### src/rtl/wake_src_pkg.sv
package wake_src_pkg;

  typedef enum logic [1:0] {
    LP_RUN  = 2'b00,
    LP_DEEP = 2'b01,
    LP_HIB  = 2'b10,
    LP_RSVD = 2'b11
  } lp_mode_e;

  // trigger byte bit positions
  localparam int TB_RISE = 0;
  localparam int TB_FALL = 1;
  localparam int TB_HIGH = 2;
  localparam int TB_LOW  = 3;
  localparam logic [7:0] TRIG_KILL_MASK = 8'hF0;

  // register word indices
  localparam int RG_ENABLE    = 0;
  localparam int RG_POLARITY  = 1;
  localparam int RG_STATUS    = 2;
  localparam int RG_IRQMASK   = 3;
  localparam int RG_TRIG_BASE = 4;

endpackage

### src/rtl/wake_sync.sv
module wake_sync #(
  parameter int WIDTH  = 8,
  parameter int STAGES = 2
) (
  input  logic             clk,
  input  logic             rst,
  input  logic [WIDTH-1:0] d_i,
  output logic [WIDTH-1:0] q_o
);

  logic [WIDTH-1:0] stage_q [STAGES];

  always_ff @(posedge clk) begin
    if (rst) begin
      for (int s = 0; s < STAGES; s++) stage_q[s] <= '0;
    end else begin
      stage_q[0] <= d_i;
      for (int s = 1; s < STAGES; s++) stage_q[s] <= stage_q[s-1];
    end
  end

  assign q_o = stage_q[STAGES-1];

endmodule

### src/rtl/wake_detect.sv
module wake_detect
  import wake_src_pkg::*;
(
  input  logic       clk,
  input  logic       rst,
  input  logic       sync_i,
  input  logic       pol_i,
  input  logic [7:0] trig_i,
  input  logic       en_i,
  input  logic       allow_i,
  output logic       hit_o
);

  logic prev_q;
  logic cur_lvl, old_lvl, armed, cond;

  always_ff @(posedge clk) begin
    if (rst) prev_q <= 1'b0;
    else     prev_q <= sync_i;
  end

  // polarity applied to both samples so a polarity change makes no edge
  assign cur_lvl = sync_i ^ pol_i;
  assign old_lvl = prev_q ^ pol_i;
  assign armed   = en_i & allow_i & ~(|(trig_i & TRIG_KILL_MASK));
  assign cond    = (trig_i[TB_RISE] &  cur_lvl & ~old_lvl) |
                   (trig_i[TB_FALL] & ~cur_lvl &  old_lvl) |
                   (trig_i[TB_HIGH] &  cur_lvl) |
                   (trig_i[TB_LOW]  & ~cur_lvl);
  assign hit_o   = armed & cond;

endmodule

### src/rtl/wake_regs.sv
module wake_regs
  import wake_src_pkg::*;
#(
  parameter int NUM_PINS = 8,
  parameter int NUM_IRQ  = 16,
  parameter int DATA_W   = 32,
  parameter int ADDR_W   = 4
) (
  input  logic                       clk,
  input  logic                       rst,
  input  logic                       we_i,
  input  logic [ADDR_W-1:0]          addr_i,
  input  logic [DATA_W-1:0]          wdata_i,
  input  logic [NUM_PINS-1:0]        set_i,
  output logic [NUM_PINS-1:0]        en_o,
  output logic [NUM_PINS-1:0]        pol_o,
  output logic [NUM_IRQ-1:0]         mask_o,
  output logic [NUM_PINS-1:0][7:0]   trig_o,
  output logic [NUM_PINS-1:0]        status_o,
  output logic [DATA_W-1:0]          rdata_o
);

  localparam int BPW        = DATA_W / 8;
  localparam int TRIG_WORDS = (NUM_PINS + BPW - 1) / BPW;
  localparam logic [ADDR_W-1:0] A_EN  = ADDR_W'(RG_ENABLE);
  localparam logic [ADDR_W-1:0] A_POL = ADDR_W'(RG_POLARITY);
  localparam logic [ADDR_W-1:0] A_ST  = ADDR_W'(RG_STATUS);
  localparam logic [ADDR_W-1:0] A_MSK = ADDR_W'(RG_IRQMASK);

  logic [NUM_PINS-1:0]          en_q, pol_q, status_q, clr;
  logic [NUM_IRQ-1:0]           mask_q;
  logic [NUM_PINS-1:0][7:0]     trig_q;
  logic [TRIG_WORDS*DATA_W-1:0] trig_flat;
  logic [DATA_W-1:0]            rd_next, rdata_q;

  genvar g;
  generate
    for (g = 0; g < TRIG_WORDS * BPW; g++) begin : g_flat
      if (g < NUM_PINS) begin : g_used
        assign trig_flat[g*8 +: 8] = trig_q[g];
      end else begin : g_pad
        assign trig_flat[g*8 +: 8] = 8'h00;
      end
    end
  endgenerate

  assign clr = (we_i && addr_i == A_ST) ? wdata_i[NUM_PINS-1:0] : '0;

  always_ff @(posedge clk) begin
    if (rst) begin
      en_q     <= '0;
      pol_q    <= '0;
      mask_q   <= '0;
      trig_q   <= '0;
      status_q <= '0;
    end else begin
      if (we_i && addr_i == A_EN)  en_q   <= wdata_i[NUM_PINS-1:0];
      if (we_i && addr_i == A_POL) pol_q  <= wdata_i[NUM_PINS-1:0];
      if (we_i && addr_i == A_MSK) mask_q <= wdata_i[NUM_IRQ-1:0];
      for (int i = 0; i < NUM_PINS; i++) begin
        if (we_i && addr_i == ADDR_W'(RG_TRIG_BASE + i / BPW))
          trig_q[i] <= wdata_i[(i % BPW)*8 +: 8];
      end
      status_q <= (status_q & ~clr) | set_i;
    end
  end

  always_comb begin
    rd_next = '0;
    case (addr_i)
      A_EN:    rd_next[NUM_PINS-1:0] = en_q;
      A_POL:   rd_next[NUM_PINS-1:0] = pol_q;
      A_ST:    rd_next[NUM_PINS-1:0] = status_q;
      A_MSK:   rd_next[NUM_IRQ-1:0]  = mask_q;
      default: begin
        for (int w = 0; w < TRIG_WORDS; w++) begin
          if (addr_i == ADDR_W'(RG_TRIG_BASE + w))
            rd_next = trig_flat[w*DATA_W +: DATA_W];
        end
      end
    endcase
  end

  always_ff @(posedge clk) begin
    if (rst) rdata_q <= '0;
    else     rdata_q <= rd_next;
  end

  assign en_o     = en_q;
  assign pol_o    = pol_q;
  assign mask_o   = mask_q;
  assign trig_o   = trig_q;
  assign status_o = status_q;
  assign rdata_o  = rdata_q;

endmodule

### src/rtl/wake_arbiter.sv
module wake_arbiter #(
  parameter int NUM_PINS = 8,
  parameter int SRC_W    = 4
) (
  input  logic                clk,
  input  logic                rst,
  input  logic [NUM_PINS-1:0] hit_i,
  input  logic                irq_hit_i,
  input  logic                ack_i,
  output logic                req_o,
  output logic [SRC_W-1:0]    src_o
);

  logic             req_q;
  logic [SRC_W-1:0] src_q, sel;
  logic             any;

  always_comb begin
    sel = SRC_W'(NUM_PINS);
    for (int i = NUM_PINS - 1; i >= 0; i--) begin
      if (hit_i[i]) sel = SRC_W'(i);
    end
  end

  assign any = (|hit_i) | irq_hit_i;

  always_ff @(posedge clk) begin
    if (rst) begin
      req_q <= 1'b0;
      src_q <= '0;
    end else if (req_q) begin
      if (ack_i) req_q <= 1'b0;
    end else if (any) begin
      req_q <= 1'b1;
      src_q <= sel;
    end
  end

  assign req_o = req_q;
  assign src_o = src_q;

endmodule

### src/rtl/wake_src_ctrl.sv
module wake_src_ctrl
  import wake_src_pkg::*;
#(
  parameter int NUM_PINS    = 8,
  parameter int NUM_IRQ     = 16,
  parameter int DATA_W      = 32,
  parameter int ADDR_W      = 4,
  parameter int SYNC_STAGES = 2,
  parameter logic [NUM_PINS-1:0] HIB_ONLY_MASK = {1'b1, {(NUM_PINS-1){1'b0}}},
  localparam int SRC_W = $clog2(NUM_PINS + 1)
) (
  input  logic                clk,
  input  logic                rst,
  input  logic [NUM_PINS-1:0] wake_pin_i,
  input  logic [NUM_IRQ-1:0]  irq_i,
  input  logic                core_idle_i,
  input  logic [1:0]          lp_mode_i,
  input  logic                reg_we_i,
  input  logic [ADDR_W-1:0]   reg_addr_i,
  input  logic [DATA_W-1:0]   reg_wdata_i,
  output logic [DATA_W-1:0]   reg_rdata_o,
  output logic                wake_req_o,
  output logic [SRC_W-1:0]    wake_src_o,
  input  logic                wake_ack_i
);

  logic [NUM_PINS-1:0]      sync_pins, hit, allow, en, pol, status_q;
  logic [NUM_IRQ-1:0]       mask;
  logic [NUM_PINS-1:0][7:0] trig;
  logic                     irq_hit, in_deep, in_hib;

  wake_sync #(.WIDTH(NUM_PINS), .STAGES(SYNC_STAGES)) u_sync (
    .clk(clk), .rst(rst), .d_i(wake_pin_i), .q_o(sync_pins)
  );

  wake_regs #(
    .NUM_PINS(NUM_PINS), .NUM_IRQ(NUM_IRQ), .DATA_W(DATA_W), .ADDR_W(ADDR_W)
  ) u_regs (
    .clk(clk), .rst(rst), .we_i(reg_we_i), .addr_i(reg_addr_i),
    .wdata_i(reg_wdata_i), .set_i(hit), .en_o(en), .pol_o(pol),
    .mask_o(mask), .trig_o(trig), .status_o(status_q), .rdata_o(reg_rdata_o)
  );

  assign in_deep = (lp_mode_i == LP_DEEP);
  assign in_hib  = (lp_mode_i == LP_HIB);
  assign allow   = {NUM_PINS{in_hib}} | ({NUM_PINS{in_deep}} & ~HIB_ONLY_MASK);

  genvar g;
  generate
    for (g = 0; g < NUM_PINS; g++) begin : g_det
      wake_detect u_det (
        .clk(clk), .rst(rst), .sync_i(sync_pins[g]), .pol_i(pol[g]),
        .trig_i(trig[g]), .en_i(en[g]), .allow_i(allow[g]), .hit_o(hit[g])
      );
    end
  endgenerate

  assign irq_hit = core_idle_i & (|(irq_i & mask));

  wake_arbiter #(.NUM_PINS(NUM_PINS), .SRC_W(SRC_W)) u_arb (
    .clk(clk), .rst(rst), .hit_i(hit), .irq_hit_i(irq_hit),
    .ack_i(wake_ack_i), .req_o(wake_req_o), .src_o(wake_src_o)
  );

endmodule

### config.mk
export PLATFORM = sky130hd
export DESIGN_NAME = wake_src_ctrl
export DESIGN_NICKNAME = d
export VERILOG_FILES = /design/src/rtl/wake_src_pkg.sv /design/src/rtl/wake_sync.sv /design/src/rtl/wake_detect.sv /design/src/rtl/wake_regs.sv /design/src/rtl/wake_arbiter.sv /design/src/rtl/wake_src_ctrl.sv
export SDC_FILE = /design/constraint.sdc
export NUM_CORES = 1
export LEC_CHECK = 0
export BUFFER_PORTS_ARGS = -buffer_cell sky130_fd_sc_hd__buf_2
export CORE_AREA = 2 2 150 152
export CTS_BUF_LIST = sky130_fd_sc_hd__clkbuf_2 sky130_fd_sc_hd__clkbuf_4 sky130_fd_sc_hd__clkbuf_8
export DETAILED_ROUTE_END_ITERATION = 8
export DIE_AREA = 0 0 152 154
export HOLD_SLACK_MARGIN = 0.06
export REMOVE_ABC_BUFFERS = 1
export SLEW_MARGIN = 10
export SYNTH_ARGS = -nofsm -noshare
export SYNTH_HDL_FRONTEND = slang
export SYNTH_HIERARCHICAL = 1
export SYNTH_SLANG_ARGS = --single-unit
### constraint.sdc
create_clock -name clk -period 2.6 [get_ports clk]
set_input_delay 0.26 -clock clk [delete_from_list [all_inputs] [get_ports clk]]
set_output_delay 0.26 -clock clk [all_outputs]
set_load 0.1 [all_outputs]
==> qor.txt, run 1 <==
status - completed
post-synthesis cell area - 7520 um2
WL final - 18800 um
global-route wire length before repair - 29900 um
# diodes - 0
max-cap violations - 0
Data required, critical path - 2.99 ns
port bufs - 103
sequence of cells on the critical path - nand2b_2, mux4_2, a21oi_1, nor2b_1, o21ai_0, a211o_1, mux2i_1
crit path DAT - 2.57 ns
Pwr Total - 4.91 mW
GRT Util Overall - 16.3%
Vias/cell - 4.85
Worst Path Max Fanout - 4
Avg WL per Cell - 16.9 um
initial antenna violation count - 1
Avg Cell Area, Syn - 10.4 um2
FP Rows - 54
Power Density - 561 nW/um2
final setup fails - 0
Final HPWL DP - 13400 um
Worst-path clk slew - 0.09 ns
via count - 5405
Overflow after GRT - 0
number of global-route vias before repair - 5342
design area - 8750 um2
CP max stage cell - a21oi_1
Distinct cells, synth - 50
highest clock rate - 459 MHz
Period Utilization, post-route - 83.8%
minimum clock period - 2.18 ns
yosys warns - 6
Setup Skew - 0.0133 ns
H-tree levels - 4
critical path class - flip-flop to flip-flop
router iterations before antenna repair - 5
most common cell after layout, fill and taps aside - dfxtp_1
Core ar. - 21700 um2
VDD IR-drop max - 0.295 mV
Post-Synthesis Cells - 721
Seq/Total Area, Yosys - 43.9%
asr flop ratio synth - 0%
clock insertion delay at the later pin of the skew report - 0.46 ns
Synth Flop Type - dfxtp_1
clock sinks - 165
fraction of layout cells with a size suffix above 1 - 24.6%
commonest non-fill, non-tap cells in the layout - 165 x dfxtp_1, 148 x mux2i_1, 139 x nand2b_1, 102 x buf_2, 28 x nand2_1
Final ANT Viol Nets - 0
CTS Root Cell - clkbuf_8
Post-synth EDFFs - 0
routability-driven placement congestion ratio - 0.827
CTS tree - built
Die Wd - 152 um
RSZ-0062 raised after global routing - false
min-delay worst type - input pin to flip-flop
Initial Util - 34.7%
CP Capture Type - flip-flop
DRC - 0
synthesized flop and latch total - 165
Startpoint Class - flip-flop
Die Height - 154 um
Placed Instance Area - 8260 um2
CTS max path bufs - 2
Pins Over Slew Limit - 0
Leak - 3.69 nW
Starting DRT DRC Count - 366
Syn-to-layout area delta - 16.4%
IO Count - 104
Die ar. - 23400 um2
Inserted Clock Buffers - 17
largest net degree at the start of global routing - 75
final hold violations - 0
Slew Limit Headroom - 52.1%
Post-Route Setup TNS - 0 ns
layout net count - 890
CP peak stage delay - 0.48 ns
fillcell total - 2134
Slew @ Worst Pin - 0.714 ns
## path summary, 6_finish.rpt
| kind | endpoint | cells after the start | slack [ns] | startpoint |
|---|---|---|---|---|
| max | u_arb/src_o[0] | 7 | 0.42 | g_det[7].u_det/prev_q |
| min | u_regs/trig_o[63] | 3 | 0.09 | reg_wdata_i[31] |
| max reg2reg | u_arb/src_o[0] | 7 | 0.42 | g_det[7].u_det/prev_q |
| min reg2reg | u_sync/stage_q[0][8] | 1 | 0.44 | u_sync/stage_q[0][0] |
## flip-flops by register name, summed over array words and instances (netlist names)
name / count
u_regs/en_o: 8
u_arb/src_o: 4
u_regs/mask_o: 16
u_sync/stage_q: 16
u_arb/req_o: 1
u_regs/rdata_o: 32
u_regs/status_o: 8
u_regs/pol_o: 8
g_det.u_det/prev_q: 8
u_regs/trig_o: 64
## layer usage
metal  global-route usage [%]  wire (um)  vias up
met1                     23.0       9470     2591
met5                        0         13        -
li1                         -          -     2672
met3                     3.61        798       18
met2                     25.2       8340      122
met4                     4.36        222        2
## cell type report
type / instances / area (um2) / area share (%)
flip-flops and latches: 165 / 3300 / 37.7
well taps: 280 / 350 / 4.00
repair buffers: 127 / 758 / 8.66
clock buffers: 19 / 255 / 2.92
multi-input cells: 498 / 3890 / 44.4
inverters: 13 / 48.8 / 0.558
clock inverters: 13 / 148 / 1.69
## synth_stat cells, types with 6 or more instances
library cell / instances / area (um2)
mux4_2: 8 / 180
buf_4: 15 / 113
buf_2: 8 / 40.0
and2b_2: 6 / 52.6
nand2b_1: 139 / 870
o21ai_2: 8 / 70.1
nor4_1: 8 / 50.1
xnor2_1: 8 / 70.1
clkbuf_1: 16 / 60.1
nor2b_2: 7 / 61.3
o2bb2ai_1: 8 / 70.1
nand2b_2: 8 / 70.1
mux2i_1: 148 / 1480
buf_6: 6 / 67.6
nand2_1: 28 / 105
a21oi_1: 25 / 125
nand3_1: 11 / 55.1
inv_1: 13 / 48.8
dfxtp_1: 165 / 3300
nor2_1: 19 / 71.3
mux2_2: 6 / 67.6
nor2b_1: 12 / 75.1
a221oi_1: 6 / 52.6
## critical path, delay by kind of cell (launching register included)
kind,cells,cell delay (ns)
compound gates,3,0.85
flops,1,0.33
mux,2,0.57
simple gates,2,0.36
## logic make-up (layout without fill, tap and decap cells)
| logic type | after synthesis | count (layout) | synth area share [%] |
|---|---|---|---|
| flip-flops | 165 | 165 | 43.9 |
| AO/OA/AOI/OAI | 65 | 65 | 6.51 |
| adder cells (fa/ha/maj) | 1 | 1 | 0.166 |
| AND/OR/NAND/NOR | 262 | 262 | 21.1 |
| buffers and inverters | 58 | 172 | 4.38 |
| multiplexers | 162 | 162 | 23.0 |
| XOR/XNOR | 8 | 8 | 0.932 |
## report_power, final
| group | switching (mW) | internal [mW] |
|---|---|---|
| Clock | 1.00 | 0.904 |
| Sequential | 0.0305 | 2.57 |
| Combinational | 0.233 | 0.174 |
## timing repair
action                                 4_1_cts  5_1_grt
hold buffers                                 8        1
resized for setup                            0        0
endpoints found under the hold margin        8        1
buffers inserted                             0        0
## per-stage QoR
stage	cells	utilization (%)	setup slack, ns	hold slack (ns)
finish	1115	40.3	0.422	0.0919
global route	1115	40.3	0.298	0.0805
CTS	1114	40.3	0.399	0.0611
detailed placement	1074	38.1	0.416	0.425
global placement	1074	38.1	0.453	0.419
floorplan	676	-	0.722	0.326
Power figures use the tool's default switching activity.
==> run 2, diff against run 1 <==
ABC_AREA = 1   (was not set)
CORE_AREA = 2 2 149 151   (was 2 2 150 152)
DIE_AREA = 0 0 151 153   (was 0 0 152 154)
clock period = 1.97 ns   (was 2.6 ns; I/O delays follow)
==> run 2 against run 1 <==
Routed wire length rose by 20%. Worst setup slack got worse by 0.22 ns. Clock power rose by 39%. Die area fell by 1.3%. Critical path type unchanged. Highest routed layer is now met4.
==> qor.txt, run 2 <==
Inserted Clock Buffers - 17
CTS Root Cell - clkbuf_8
top cells by area, synth - dfxtp_1 45%, nand2_1 18%, nand3_1 8.0%
xor/xnor share of the synthesized area - 0%
post-synthesis cell area - 7410 um2
Distinct cells, synth - 26
number of global-route vias before repair - 6927
Bufs and invs on worst path - 3
sequence of cells on the critical path - inv_2, nand2_1, nand3_1, nand2_1, nand3_1, nand2_1, inv_1, nor2_2, nand2_1, nand2_2, nand2_2, nor2_4, inv_2, nor2_1, nor2_1
most frequent CP cell - nand2_1
WP depth - 15
# Post-CTS Setup Buffers - 0
Die ar. - 23100 um2
Avg Cell Area, Syn - 6.67 um2
routability-driven placement congestion ratio - 0.939
design area - 9110 um2
Placed Instance Area - 8270 um2
top cell type's share of synthesized area - 44.6%
clock sinks - 165
port bufs - 103
CTS tree - built
Period Utilization, post-route - 90.0%
max-cap violations - 0
RR Startpoint - u_regs/pol_o[7]
adder-cell share of the synthesized area - 0.169%
WL final - 22500 um
via count - 7412
Post-Synth Simple-Gate Area - 37.5%
IO Count - 104
largest family of logic cells by synthesized area - simple AND/OR/NAND/NOR gates
Core ar. - 21500 um2
CP peak stage delay - 0.41 ns
global-route wire length before repair - 35800 um
Setup Skew - 0.0180 ns
Leak - 3.94 nW
CP delay by family, top - simple AND/OR/NAND/NOR gates
yosys warns - 6
layout net count - 1314
post-synthesis compound-gate area fraction - 8.61%
highest clock rate - 564 MHz
CP max stage cell - dfxtp_1
Starting DRT DRC Count - 520
final hold violations - 0
status - completed
H-tree levels - 4
Psw - 1.78 mW
Syn-to-layout area delta - 22.9%
largest net degree at the start of global routing - 36
Overflow after GRT - 0
r2r endpoint - u_arb/req_o
worst setup path start - u_regs/pol_o[7]
Clock Power Share - 39.1%
max FFs per register - 64
initial antenna violation count - 0
Pins Over Slew Limit - 0
Avg WL per Cell - 14.6 um
CP Capture Type - flip-flop
Sequential Power Share - 50.6%
Final HPWL DP - 15800 um
Post-synth EDFFs - 0
most common cell after layout, fill and taps aside - nand2_1
top cells by count, synth - 352 x nand2_1, 165 x dfxtp_1, 138 x nor2_1
# diodes - 0
final worst setup slack - 0.197 ns
Startpoint Class - flip-flop
Die Height - 153 um
GRT Util Overall - 19.9%
CTS max path bufs - 2
synthesized flop and latch total - 165
critical path class - flip-flop to flip-flop
Seq/Total Area, Yosys - 44.6%
Slew Limit Headroom - 66.9%
Initial Util - 34.5%
DRC - 0
hold_ws - 0.0816 ns
Worst Path Max Fanout - 4
Data required, critical path - 2.32 ns
Worst-path clk slew - 0.08 ns
FP Rows - 54
Comb pwr share - 10.4%
most common cell in the netlist - nand2_1
flop2flop setup slack - 0.20 ns
Vias/cell - 4.82
router iterations before antenna repair - 5
Slew @ Worst Pin - 0.501 ns
Power Density - 747 nW/um2
placed cell count - 1469
min-delay worst type - input pin to flip-flop
mux cell area share after synthesis - 0%
Post-Synthesis Cells - 1111
commonest non-fill, non-tap cells in the layout - 352 x nand2_1, 157 x dfxtp_1, 137 x nor2_1, 118 x nand3_1, 102 x buf_2
R2R cell count - 15
fraction of layout cells with a size suffix above 1 - 16.9%
crit path DAT - 2.12 ns
asr flop ratio synth - 0%
clock insertion delay at the later pin of the skew report - 0.46 ns
Pwr Total - 6.80 mW
area leader, netlist - dfxtp_1
minimum clock period - 1.77 ns
worst setup path endpoint - u_arb/req_o
VDD IR-drop max - 0.390 mV
P_int - 5.03 mW
fillcell total - 2297
RSZ-0062 raised after global routing - false
final cell count without fillers - 1539
final setup fails - 0
Die Wd - 151 um
pre-CTS setup slack - 0.0406 ns
switch share - 26.1%
Final ANT Viol Nets - 0
Synth Flop Type - dfxtp_1
[run 2: changes by cell type in the layout (fill, tap and decap cells not counted), moves of 12 or more]
cell | previous run | this run
o21ai_0 | 2 | 40
a21oi_1 | 25 | 81
nand3_1 | 11 | 118
nand2_1 | 28 | 352
inv_1 | 13 | 83
nor2b_1 | 12 | 0
inv_2 | 0 | 15
buf_4 | 13 | 32
nand4_1 | 1 | 28
mux2i_1 | 148 | 0
nor2_1 | 19 | 137
nand2b_1 | 139 | 0
dlygate4sd3_1 | 9 | 38
[run 2: what timing repair did]
action	CTS	global route
endpoints found under the setup margin	0	4
resized for setup	0	10
endpoints found under the hold margin	72	0
hold buffers	38	0
[run 2: final cells by class]
class	instances	area (um2)	share of cell area, %
well taps	280	350	3.85
multi-input cells	788	3440	37.8
repair buffers	175	1190	13.1
clock buffers	22	290	3.19
flip-flops and latches	165	3320	36.4
inverters	99	372	4.08
clock inverters	10	145	1.59
[run 2: how the worst min path moves through the flow]
| stage | endpoint | startpoint | depth (start not counted) | slack, ns |
|---|---|---|---|---|
| final | u_regs/en_o[0] | reg_wdata_i[0] | 3 | 0.08 |
| after detailed placement | u_sync/stage_q[0][13] | u_sync/stage_q[0][5] | 2 | 0.40 |
| after CTS | u_regs/en_o[0] | reg_wdata_i[0] | 3 | 0.06 |
| after global placement | u_sync/stage_q[0][9] | u_sync/stage_q[0][1] | 2 | 0.39 |
| after global routing | u_regs/en_o[2] | reg_wdata_i[2] | 3 | 0.08 |
| after floorplan | u_arb/src_o[2] | rst | 1 | 0.26 |
[run 2: stage by stage]
step / TNS [ns] / util (%)
final: 0 / 42.4
after global routing: 0 / 42.4
after CTS: 0 / 42.3
after detailed placement: 0 / 38.5
after global placement: 0 / 38.5
after floorplan: -67.70 / -
[run 2: logic make-up (layout without fill, tap and decap cells)]
family                   Yosys count  count (layout)
buffers and inverters            158             306
AND/OR/NAND/NOR                  662             662
adder cells (fa/ha/maj)            1               1
AO/OA/AOI/OAI                    125             125
flip-flops                       165             165
[run 2: worst register-to-register path, stage by stage, from the launching register on]
cell	delay, ns
dfxtp_1	0.41
inv_2	0.07
nand2_1	0.08
nand3_1	0.07
nand2_1	0.07
nand3_1	0.11
nand2_1	0.07
inv_1	0.09
nor2_2	0.13
nand2_1	0.10
nand2_2	0.09
nand2_2	0.06
nor2_4	0.13
inv_2	0.06
nor2_1	0.08
nor2_1	0.05
[run 2: routing by layer]
layer  global-route usage, %  part of all wire [%]
met1                    25.8                    44
met2                    33.5                    48
met3                    3.73                   5.7
met4                    6.14                   1.6
met5                       0                     0
[run 2: power groups by stage]
stage / registers [mW] / logic, mW / clock network (mW)
6_report: 3.44 / 0.706 / 2.66
5_1_grt: 3.45 / 0.774 / 2.85
4_1_cts: 3.44 / 0.706 / 2.72
3_5_place_dp: 3.52 / 0.645 / 0
3_3_place_gp: 3.52 / 0.643 / 0
2_1_floorplan: 3.58 / 0.252 / 0
